### src/rtl/cps_pkg.sv
package cps_pkg;
   typedef enum logic [2:0] {
      ST_RESET  = 3'd0,
      ST_EXC    = 3'd1,
      ST_BUSREL = 3'd2,
      ST_RUN    = 3'd3,
      ST_PDOWN  = 3'd4
   } cps_state_e;

   typedef enum logic [1:0] {
      PD_NONE  = 2'b00,
      PD_SLEEP = 2'b01,
      PD_STBY  = 2'b10
   } cps_pd_e;

   typedef enum logic {
      RK_POWERON = 1'b0,
      RK_MANUAL  = 1'b1
   } cps_rkind_e;

   typedef enum logic [1:0] {
      VS_HOLD      = 2'd0,
      VS_RESET_VEC = 2'd1,
      VS_EVENT_VEC = 2'd2,
      VS_CLEAR     = 2'd3
   } cps_vsel_e;
endpackage

### src/rtl/cps_next_state.sv
module cps_next_state
   import cps_pkg::*;
#(
   parameter bit STANDBY_WINS = 1'b1
) (
   input  cps_state_e state,
   input  cps_pd_e    pd_cur,
   input  logic       man_rst_n,
   input  logic       exc_req,
   input  logic       irq_req,
   input  logic       bus_req,
   input  logic       sleep_cmd,
   input  logic       standby_cmd,
   input  logic       wakeup,
   output cps_state_e nxt_state,
   output cps_pd_e    nxt_pd,
   output cps_vsel_e  vsel
);
   cps_pd_e pd_pick;
   logic    pd_any;

   assign pd_any = sleep_cmd | standby_cmd;

   generate
      if (STANDBY_WINS) begin : g_stby_first
         assign pd_pick = standby_cmd ? PD_STBY : PD_SLEEP;
      end else begin : g_sleep_first
         assign pd_pick = sleep_cmd ? PD_SLEEP : PD_STBY;
      end
   endgenerate

   always_comb begin
      nxt_state = state;
      nxt_pd    = PD_NONE;
      vsel      = VS_HOLD;
      if (!man_rst_n) begin
         nxt_state = ST_RESET;
         vsel      = VS_CLEAR;
      end else begin
         case (state)
            ST_RESET: begin
               nxt_state = ST_EXC;
               vsel      = VS_RESET_VEC;
            end
            ST_EXC: nxt_state = ST_RUN;
            ST_RUN: begin
               if (exc_req | irq_req) begin
                  nxt_state = ST_EXC;
                  vsel      = VS_EVENT_VEC;
               end else if (bus_req) begin
                  nxt_state = ST_BUSREL;
               end else if (pd_any) begin
                  nxt_state = ST_PDOWN;
                  nxt_pd    = pd_pick;
               end
            end
            ST_BUSREL: begin
               if (!bus_req) nxt_state = ST_RUN;
            end
            ST_PDOWN: begin
               if (irq_req) begin
                  nxt_state = ST_EXC;
                  vsel      = VS_EVENT_VEC;
               end else if (wakeup) begin
                  nxt_state = ST_RUN;
               end else begin
                  nxt_pd = pd_cur;
               end
            end
            default: begin
               nxt_state = ST_RESET;
               vsel      = VS_CLEAR;
            end
         endcase
      end
   end
endmodule

### src/rtl/cps_vector_unit.sv
module cps_vector_unit
   import cps_pkg::*;
#(
   parameter int          ADDR_W    = 32,
   parameter int          SR_W      = 32,
   parameter int          VOFS_W    = 12,
   parameter logic [63:0] RESET_VEC = 64'hA000_0000
) (
   input  logic              clk,
   input  logic              por_rst_n,
   input  cps_vsel_e         vsel,
   input  logic [ADDR_W-1:0] vec_base,
   input  logic [VOFS_W-1:0] vec_offset,
   input  logic [ADDR_W-1:0] cur_pc,
   input  logic [SR_W-1:0]   cur_sr,
   output logic [ADDR_W-1:0] new_pc,
   output logic [ADDR_W-1:0] saved_pc,
   output logic [SR_W-1:0]   saved_sr
);
   localparam logic [ADDR_W-1:0] RST_TARGET = RESET_VEC[ADDR_W-1:0];

   logic [ADDR_W-1:0] ofs_ext;
   logic [ADDR_W-1:0] evt_target;

   generate
      if (VOFS_W > ADDR_W) begin : g_bad_width
         $error("cps_vector_unit: VOFS_W must not exceed ADDR_W");
      end
      if (VOFS_W == ADDR_W) begin : g_full_ofs
         assign ofs_ext = vec_offset;
      end else begin : g_ext_ofs
         assign ofs_ext = {{(ADDR_W-VOFS_W){1'b0}}, vec_offset};
      end
   endgenerate

   assign evt_target = vec_base + ofs_ext;

   always_ff @(posedge clk or negedge por_rst_n) begin
      if (!por_rst_n) begin
         new_pc   <= '0;
         saved_pc <= '0;
         saved_sr <= '0;
      end else begin
         case (vsel)
            VS_CLEAR: begin
               new_pc   <= '0;
               saved_pc <= '0;
               saved_sr <= '0;
            end
            VS_RESET_VEC: new_pc <= RST_TARGET;
            VS_EVENT_VEC: begin
               new_pc   <= evt_target;
               saved_pc <= cur_pc;
               saved_sr <= cur_sr;
            end
            default: ;
         endcase
      end
   end
endmodule

### src/rtl/cps_reset_gen.sv
module cps_reset_gen
   import cps_pkg::*;
(
   input  logic       clk,
   input  logic       por_rst_n,
   input  logic       man_rst_n,
   input  cps_state_e state,
   output logic       core_rst,
   output logic       busctl_rst
);
   cps_rkind_e kind;

   always_ff @(posedge clk or negedge por_rst_n) begin
      if (!por_rst_n)      kind <= RK_POWERON;
      else if (!man_rst_n) kind <= RK_MANUAL;
   end

   assign core_rst   = (state == ST_RESET);
   assign busctl_rst = (state == ST_RESET) && (kind == RK_POWERON);
endmodule

### src/rtl/cpu_state_ctrl.sv
module cpu_state_ctrl
   import cps_pkg::*;
#(
   parameter int          ADDR_W       = 32,
   parameter int          SR_W         = 32,
   parameter int          VOFS_W       = 12,
   parameter logic [63:0] RESET_VEC    = 64'hA000_0000,
   parameter bit          STANDBY_WINS = 1'b1
) (
   input  logic              clk,
   input  logic              por_rst_n,
   input  logic              man_rst_n,
   input  logic              exc_req,
   input  logic              irq_req,
   input  logic [VOFS_W-1:0] vec_offset,
   input  logic [ADDR_W-1:0] vec_base,
   input  logic [ADDR_W-1:0] cur_pc,
   input  logic [SR_W-1:0]   cur_sr,
   input  logic              bus_req,
   input  logic              sleep_cmd,
   input  logic              standby_cmd,
   input  logic              wakeup,
   output logic [2:0]        state_o,
   output logic              core_rst_o,
   output logic              busctl_rst_o,
   output logic              pc_load_o,
   output logic [ADDR_W-1:0] new_pc_o,
   output logic [ADDR_W-1:0] saved_pc_o,
   output logic [SR_W-1:0]   saved_sr_o,
   output logic [1:0]        pd_mode_o,
   output logic              bus_grant_o
);
   generate
      if (ADDR_W < 2 || ADDR_W > 64) begin : g_bad_addr
         $error("cpu_state_ctrl: ADDR_W out of range");
      end
      if (SR_W < 1) begin : g_bad_sr
         $error("cpu_state_ctrl: SR_W must be positive");
      end
   endgenerate

   cps_state_e state_q, state_d;
   cps_pd_e    pd_q, pd_d;
   cps_vsel_e  vsel;

   cps_next_state #(.STANDBY_WINS(STANDBY_WINS)) u_nxt (
      .state       (state_q),
      .pd_cur      (pd_q),
      .man_rst_n   (man_rst_n),
      .exc_req     (exc_req),
      .irq_req     (irq_req),
      .bus_req     (bus_req),
      .sleep_cmd   (sleep_cmd),
      .standby_cmd (standby_cmd),
      .wakeup      (wakeup),
      .nxt_state   (state_d),
      .nxt_pd      (pd_d),
      .vsel        (vsel)
   );

   always_ff @(posedge clk or negedge por_rst_n) begin
      if (!por_rst_n) begin
         state_q <= ST_RESET;
         pd_q    <= PD_NONE;
      end else begin
         state_q <= state_d;
         pd_q    <= pd_d;
      end
   end

   cps_vector_unit #(
      .ADDR_W    (ADDR_W),
      .SR_W      (SR_W),
      .VOFS_W    (VOFS_W),
      .RESET_VEC (RESET_VEC)
   ) u_vec (
      .clk        (clk),
      .por_rst_n  (por_rst_n),
      .vsel       (vsel),
      .vec_base   (vec_base),
      .vec_offset (vec_offset),
      .cur_pc     (cur_pc),
      .cur_sr     (cur_sr),
      .new_pc     (new_pc_o),
      .saved_pc   (saved_pc_o),
      .saved_sr   (saved_sr_o)
   );

   cps_reset_gen u_rst (
      .clk        (clk),
      .por_rst_n  (por_rst_n),
      .man_rst_n  (man_rst_n),
      .state      (state_q),
      .core_rst   (core_rst_o),
      .busctl_rst (busctl_rst_o)
   );

   assign state_o     = state_q;
   assign pc_load_o   = (state_q == ST_EXC);
   assign bus_grant_o = (state_q == ST_BUSREL);
   assign pd_mode_o   = pd_q;
endmodule

### config.mk
export PLATFORM = sky130hd
export DESIGN_NAME = cpu_state_ctrl
export DESIGN_NICKNAME = d
export VERILOG_FILES = /design/src/rtl/cps_pkg.sv /design/src/rtl/cps_next_state.sv /design/src/rtl/cps_vector_unit.sv /design/src/rtl/cps_reset_gen.sv /design/src/rtl/cpu_state_ctrl.sv
export SDC_FILE = /design/constraint.sdc
export NUM_CORES = 1
export LEC_CHECK = 0
export BUFFER_PORTS_ARGS = -buffer_cell sky130_fd_sc_hd__buf_2
export CAP_MARGIN = 5
export CORE_AREA = 8 8 114 116
export DETAILED_ROUTE_END_ITERATION = 8
export DIE_AREA = 0 0 122 124
export PLACE_DENSITY = 0.82
export SLEW_MARGIN = 30
export SYNTH_ARGS = -nofsm -noshare
export SYNTH_HDL_FRONTEND = slang
export SYNTH_SLANG_ARGS = --single-unit
### constraint.sdc
create_clock -name clk -period 3 [get_ports clk]
set_clock_uncertainty 0.05 [all_clocks]
set_input_delay 0.9 -clock clk [delete_from_list [all_inputs] [get_ports clk]]
set_output_delay 0.9 -clock clk [all_outputs]
set_load 0.01 [all_outputs]
==> flow_summary_export.csv, run 1 <==
group,metric,value,unit
outcome,outcome,"completed",
floorplan,rows,39,
cts,holdBufCountCts,0,
synthesis,syn-cell-area,4910,um2
global_route,grt_start_max_net_pins,65,
finish,area_growth_syn_to_layout,34.0,%
cts,cts_sinks,102,
job,max_cap_viol_count,0,
global_route,grt_pass1_vias,4420,
cts,cts_made_buffers,9,
pwr,vdd_ir_drop_max,0.000272,V
synthesis,synth_nets,576,
detailed_routing,viasPerCell,5.43,
detailed_routing,drtIter0Drc,434,
synthesis,ys_seq_area_share,52.0,%
detailed_routing,wl_met3,1340,um
synthesis,synth_edf_count,0,
pwr,p_sw_share,28.9,%
floorplan,die-area,15100,um2
pwr,clkPwrFrac,33.2,%
cts,clkTransAtPathRegs,0.07,ns
sta,setup_viol,0,
finish,final_cells,813,
worst_hold_path,hp-class,"reg2reg",
setup_path,r2r_slack,0.53,ns
synthesis,async_flop_share,100,%
setup_path,cp-start-kind,"input port",
floorplan,io_pins,222,
setup_path,worstPathRequired,3.20,ns
sta,worst_slack,0.276,ns
cts,clock-root-buffer,"clkbuf_16",
detailed_routing,firstDrtPassIters,6,
place,gp_congestion,0.906,
floorplan,die_w,122,um
place,dp_cells,797,
floorplan,core_area,11200,um2
cts,post_cts_buffers,0,
floorplan,die_y,124,um
finish,nets,799,
synthesis,synth_flop_cell,"dfrtp_1",
finish,insertedDiodeCount,0,
synthesis,synthCells,442,
worst_hold_path,min_from,"u_rst.kind$_DFFE_PN0N_",
detailed_routing,top_layer,"met4",
worst_hold_path,hold_path_depth,1,
sta,fin_hold_ws,0.430,ns
setup_path,ff2ff_path_depth,7,
setup_path,r2r_end,"u_vec.new_pc[20]$_DFFE_PN0P_",
global_route,grtUsageTotal,18.1,%
detailed_routing,vias,4415,
synthesis,postSynthAreaPerCell,11.1,um2
sta,fmax,0.367,GHz
sta,slew_headroom,55.9,%
detailed_routing,ant_nets,0,
cts,cts.htree.levels,3,
pwr,total_power,3.73,mW
synthesis,ys_ff_latch,102,
setup_path,path_class,"in2reg",
synthesis,ys_warn_count,0,
detailed_routing,drc,0,
pwr,powerDensity,566,nW/um2
cts,cts_tree,"yes",
cts,cts.repair.resized,0,
finish,fillers,936,
pwr,seqPwrFrac,43.4,%
floorplan,initial_core_util,44.0,%
cts,clk_path_buf_depth,2,
sta,min_period,2.72,ns
place,pre_cts_ws,-0.0361,ns
detailed_routing,drt-met1-wl,6150,um
detailed_routing,routedWlPerCell,17.5,um
pwr,combPwrFrac,23.4,%
detailed_routing,route.met2.wl,6530,um
setup_path,crit_path_end_kind,"flop",
global_route,grt_pass1_wl,22000,um
setup_path,reg2reg_from,"state_o[1]$_DFFE_PN0P_",
finish,drive_above_1_share,40.1,%
cts,insertion_delay,0.33,ns
setup_path,cp.arrival,2.93,ns
pwr,leakage,3.45,nW
place,dp_hpwl,11300,um
sta,grt_setup_unrepaired,"no",
pwr,p_sw,1.08,mW
sta,hold_violations,0,
sta,min_period_over_period,90.8,%
global_route,antenna_found_initial,0,
pwr,p_int,2.65,mW
worst_hold_path,hold_path_end,"u_rst.kind$_DFFE_PN0N_",
sta,maxSlewViolCount,0,
place,port_buffers,221,
detailed_routing,wirelength,14200,um
setup_path,crit_fanout,7,
sta,tightestPinTransition,0.662,ns
synthesis,synthDistinctLibCells,59,
global_route,grt_overflow_total,0,
-- synthesized netlist by cell type, drive strengths merged, types with 3 or more instances --
| master | number | area, um2 |
|---|---|---|
| o211ai | 6 | 45.0 |
| nor3b | 3 | 22.5 |
| nand2 | 41 | 154 |
| o31ai | 3 | 22.5 |
| nand4 | 3 | 33.8 |
| o2111ai | 3 | 26.3 |
| and3 | 6 | 42.5 |
| or4 | 5 | 41.3 |
| ha | 16 | 200 |
| nand2b | 5 | 31.3 |
| a211oi | 6 | 57.6 |
| nor2 | 17 | 63.8 |
| a21oi | 10 | 57.6 |
| a21o | 5 | 37.5 |
| clkbuf | 24 | 90.1 |
| xor2 | 9 | 78.8 |
| o21ai | 32 | 164 |
| a2111oi | 4 | 72.6 |
| or3 | 3 | 18.8 |
| nand3 | 9 | 50.1 |
| inv | 11 | 41.3 |
| dfrtp | 102 | 2550 |
| xnor2 | 15 | 131 |
| nor3 | 4 | 20.0 |
| a22o | 68 | 596 |
-- final cells by class --
class                   count  area [um2]  area share (%)
well taps                 143         179            2.72
flip-flops and latches    102        2550            38.8
repair buffers            237        1250            19.0
inverters                  11        41.3           0.627
multi-input cells         304        2230            33.9
clock buffers              10         229            3.48
clock inverters             6        92.6            1.41
-- routing by layer --
metal	vias up	global-route usage, %
met5	-	0
met4	0	6.32
met3	15	5.03
met2	210	29.5
met1	2102	22.6
li1	2088	-
-- stage by stage --
stage               area (um2)  TNS [ns]  utilization (%)
finish                    6580         0             58.9
floorplan                 4910         0                -
global route              6580         0             58.9
CTS                       6580         0             58.9
global placement          6260         0             56.0
detailed placement        6260   -0.0593             56.0
-- cell families after synthesis --
family | synth area share [%]
buffers and inverters | 2.78
and+or+nand+nor | 11.9
muxes | 0.204
DFF | 52.0
AOI/OAI and AO/OA | 24.4
adders and majority gates | 4.48
xor gates and xnor gates | 4.28
-- flip-flops by register name (all words and copies together), names as in the netlist --
name,flops
u_vec.new_pc,32
pd_mode_o,2
u_vec.saved_sr,32
u_rst.kind,1
state_o,3
u_vec.saved_pc,32
-- how the worst max path moves through the flow --
stage                  startpoint                            to  slack [ns]  cells after the start
floorplan                 irq_req  u_vec.new_pc[31]$_DFFE_PN0P_        0.02                     14
global placement          irq_req  u_vec.new_pc[20]$_DFFE_PN0P_        0.04                     10
detailed placement  vec_offset[0]  u_vec.new_pc[20]$_DFFE_PN0P_       -0.04                     10
CTS                 vec_offset[0]  u_vec.new_pc[24]$_DFFE_PN0P_        0.30                     11
global route        vec_offset[0]  u_vec.new_pc[24]$_DFFE_PN0P_        0.13                     11
finish              vec_offset[0]  u_vec.new_pc[24]$_DFFE_PN0P_        0.28                     11
-- worst max-delay path, stage by stage --
cell and delay [ns]:
buf_2 0.08, ha_1 0.16, inv_1 0.06, fa_1 0.37
and2b_1 0.22, o2111ai_1 0.18, a21oi_2 0.27, buf_4 0.19
o2111ai_1 0.15, xor2_1 0.17, o21ai_1 0.15
-- power groups by stage --
stage / clock network [mW] / registers (mW) / logic (mW)
5_1_grt: 1.34 / 1.64 / 0.953
3_5_place_dp: 0 / 1.64 / 0.881
4_1_cts: 1.26 / 1.62 / 0.885
6_report: 1.24 / 1.62 / 0.872
3_3_place_gp: 0 / 1.63 / 0.862
2_1_floorplan: 0 / 1.71 / 0.388
-- layout by cell type (no fill, tap or decap), drive strengths merged, types with 3 or more instances in the layout --
cell,count
buf,237
dfrtp,102
a22o,68
nand2,41
o21ai,32
nor2,17
ha,16
xnor2,15
inv,13
clkbuf,10
a21oi,10
xor2,9
nand3,9
o211ai,6
and3,6
a211oi,6
a21o,5
nand2b,5
or4,5
nor3,4
a2111oi,4
or3,3
nor3b,3
o31ai,3
o2111ai,3
nand4,3
No activity file was read; power rests on OpenSTA's default activity.
==> inputs of run 2 (changes only) <==
clock period = 3.05 ns   (was 3 ns; I/O delays follow)
==> run 2 against run 1 <==
Compared with the run above: cell area decreased by 0.21%; global-route usage rose by 0.54 points; die area is the same; critical path depth decreased by 1; core utilization is 0.12 points lower; first-iteration DRC count decreased by 25%.
==> flow_summary_export.csv, run 2 (same netlist as run 1, synthesis figures left out) <==
group,metric,value,unit
finish,nets,796,
global_route,grtUsageTotal,18.6,%
cts,insertion_delay,0.33,ns
setup_path,worstPathRequired,3.27,ns
place,dp_hpwl,11400,um
sta,fin_hold_ws,0.426,ns
cts,cts.repair.resized,0,
setup_path,ff2ff_path_depth,7,
place,placed_area,6240,um2
global_route,antenna_found_initial,0,
finish,insertedDiodeCount,0,
finish,reg.largest.list,"u_vec.new_pc x32, u_vec.saved_pc x32, u_vec.saved_sr x32",
finish,final_cell_area,6570,um2
floorplan,rows,39,
job,max_cap_viol_count,0,
floorplan,die-area,15100,um2
sta,hold_violations,0,
cts,post_cts_buffers,0,
setup_path,crit_path_end_kind,"flop",
detailed_routing,top_layer,"met4",
detailed_routing,drtIter0Drc,325,
finish,final_cells,810,
pwr,leakage,3.44,nW
place,dp_cells,794,
pwr,powerDensity,562,nW/um2
global_route,grt_overflow_total,0,
finish,final_cell_mix,"buf_2, dfrtp_1, a22o_1, nand2_1, o21ai_0",
floorplan,io_pins,222,
finish,area_growth_syn_to_layout,33.7,%
detailed_routing,viasPerCell,5.48,
detailed_routing,vias,4442,
detailed_routing,drt-met1-wl,6220,um
finish,drive_above_1_share,40.0,%
sta,slew_headroom,57.2,%
sta,min_period,2.74,ns
sta,maxSlewViolCount,0,
cts,cts.htree.levels,3,
finish,fillers,942,
worst_hold_path,hold_path_depth,1,
floorplan,die_w,122,um
cts,clkTransAtPathRegs,0.07,ns
detailed_routing,wirelength,14500,um
global_route,grt_pass1_wl,22800,um
worst_hold_path,hp-class,"reg2reg",
sta,tightestPinTransition,0.642,ns
detailed_routing,routedWlPerCell,17.9,um
floorplan,die_y,124,um
setup_path,cp.arrival,2.96,ns
cts,cts_tree,"yes",
cts,clk_path_buf_depth,2,
detailed_routing,firstDrtPassIters,4,
global_route,grt_pass1_vias,4546,
finish,final_common_cell,"buf_2",
sta,grt_setup_unrepaired,"no",
place,gp_congestion,0.910,
setup_path,cp-start-kind,"input port",
cts,holdBufCountCts,0,
setup_path,path_class,"in2reg",
sta,setup_viol,0,
detailed_routing,route.met2.wl,6750,um
detailed_routing,ant_nets,0,
detailed_routing,drc,0,
cts,clock-root-buffer,"clkbuf_16",
sta,finalSetupTns,0,ns
pwr,vdd_ir_drop_max,0.000289,V
cts,cts_made_buffers,9,
cts,cts_sinks,102,
floorplan,initial_core_util,44.0,%
sta,min_period_over_period,89.8,%
outcome,outcome,"completed",
global_route,grt_start_max_net_pins,65,
pwr,total_power,3.69,mW
place,port_buffers,221,
sta,fmax,0.365,GHz
setup_path,crit_fanout,5,
floorplan,core_area,11200,um2
detailed_routing,wl_met3,1350,um
[run 2: cell count changes in the layout (fill, tap and decap cells not counted)]
cell,previous run,this run
clkinv_4,0,1
clkbuf_8,0,1
inv_6,1,2
inv_8,1,0
clkinvlp_4,1,0
buf_4,15,12
clkbuf_1,1,0
[run 2: layer usage]
layer | GRT usage (%) | up-vias
li1 | - | 2096
met1 | 23.6 | 2124
met2 | 30.6 | 207
met3 | 5.62 | 15
met4 | 4.70 | 0
met5 | 0 | -
[run 2: worst paths after layout]
kind | start | endpoint | slack [ns]
worst max-delay path | vec_offset[0] | u_vec.new_pc[30]$_DFFE_PN0P_ | 0.31
worst min register to register | u_rst.kind$_DFFE_PN0N_ | u_rst.kind$_DFFE_PN0N_ | 0.43
max in group asynchronous | por_rst_n | state_o[1]$_DFFE_PN0P_ | 1.69
worst min-delay path | u_rst.kind$_DFFE_PN0N_ | u_rst.kind$_DFFE_PN0N_ | 0.43
worst max register to register | state_o[0]$_DFFE_PN0P_ | u_vec.new_pc[30]$_DFFE_PN0P_ | 0.55
min in group asynchronous | por_rst_n | u_vec.saved_sr[17]$_DFFE_PN0P_ | 0.55
[run 2: critical path, stage by stage]
cell and delay (ns):
buf_2 0.08, ha_1 0.16, inv_1 0.06, fa_1 0.40, and2b_1 0.22, o2111ai_1 0.18
a21oi_2 0.26, o21ai_2 0.12, or4_1 0.48, nand3_1 0.08
[run 2: layout make-up]
class / count / area, um2 / area share (%)
flip-flops and latches: 102 / 2550 / 38.9
multi-input cells: 304 / 2230 / 34.0
repair buffers: 234 / 1230 / 18.7
clock buffers: 10 / 239 / 3.64
well taps: 143 / 179 / 2.72
clock inverters: 6 / 91.3 / 1.39
inverters: 11 / 41.3 / 0.629
[run 2: power by group]
| part | total, mW | leakage (nW) | internal [mW] | switching [mW] |
|---|---|---|---|---|
| combinational | 0.857 | 1.91 | 0.372 | 0.485 |
| sequential | 1.59 | 1.37 | 1.50 | 0.0891 |
| clock | 1.24 | 0.163 | 0.748 | 0.497 |
| total | 3.69 | 3.44 | 2.62 | 1.07 |
[run 2: through the flow]
step	util, %	setup WS [ns]
3_5_place_dp	55.8	-0.0334
3_3_place_gp	55.8	0.0655
4_1_cts	58.8	0.322
5_1_grt	58.8	0.199
2_1_floorplan	-	0.0577
6_report	58.8	0.310
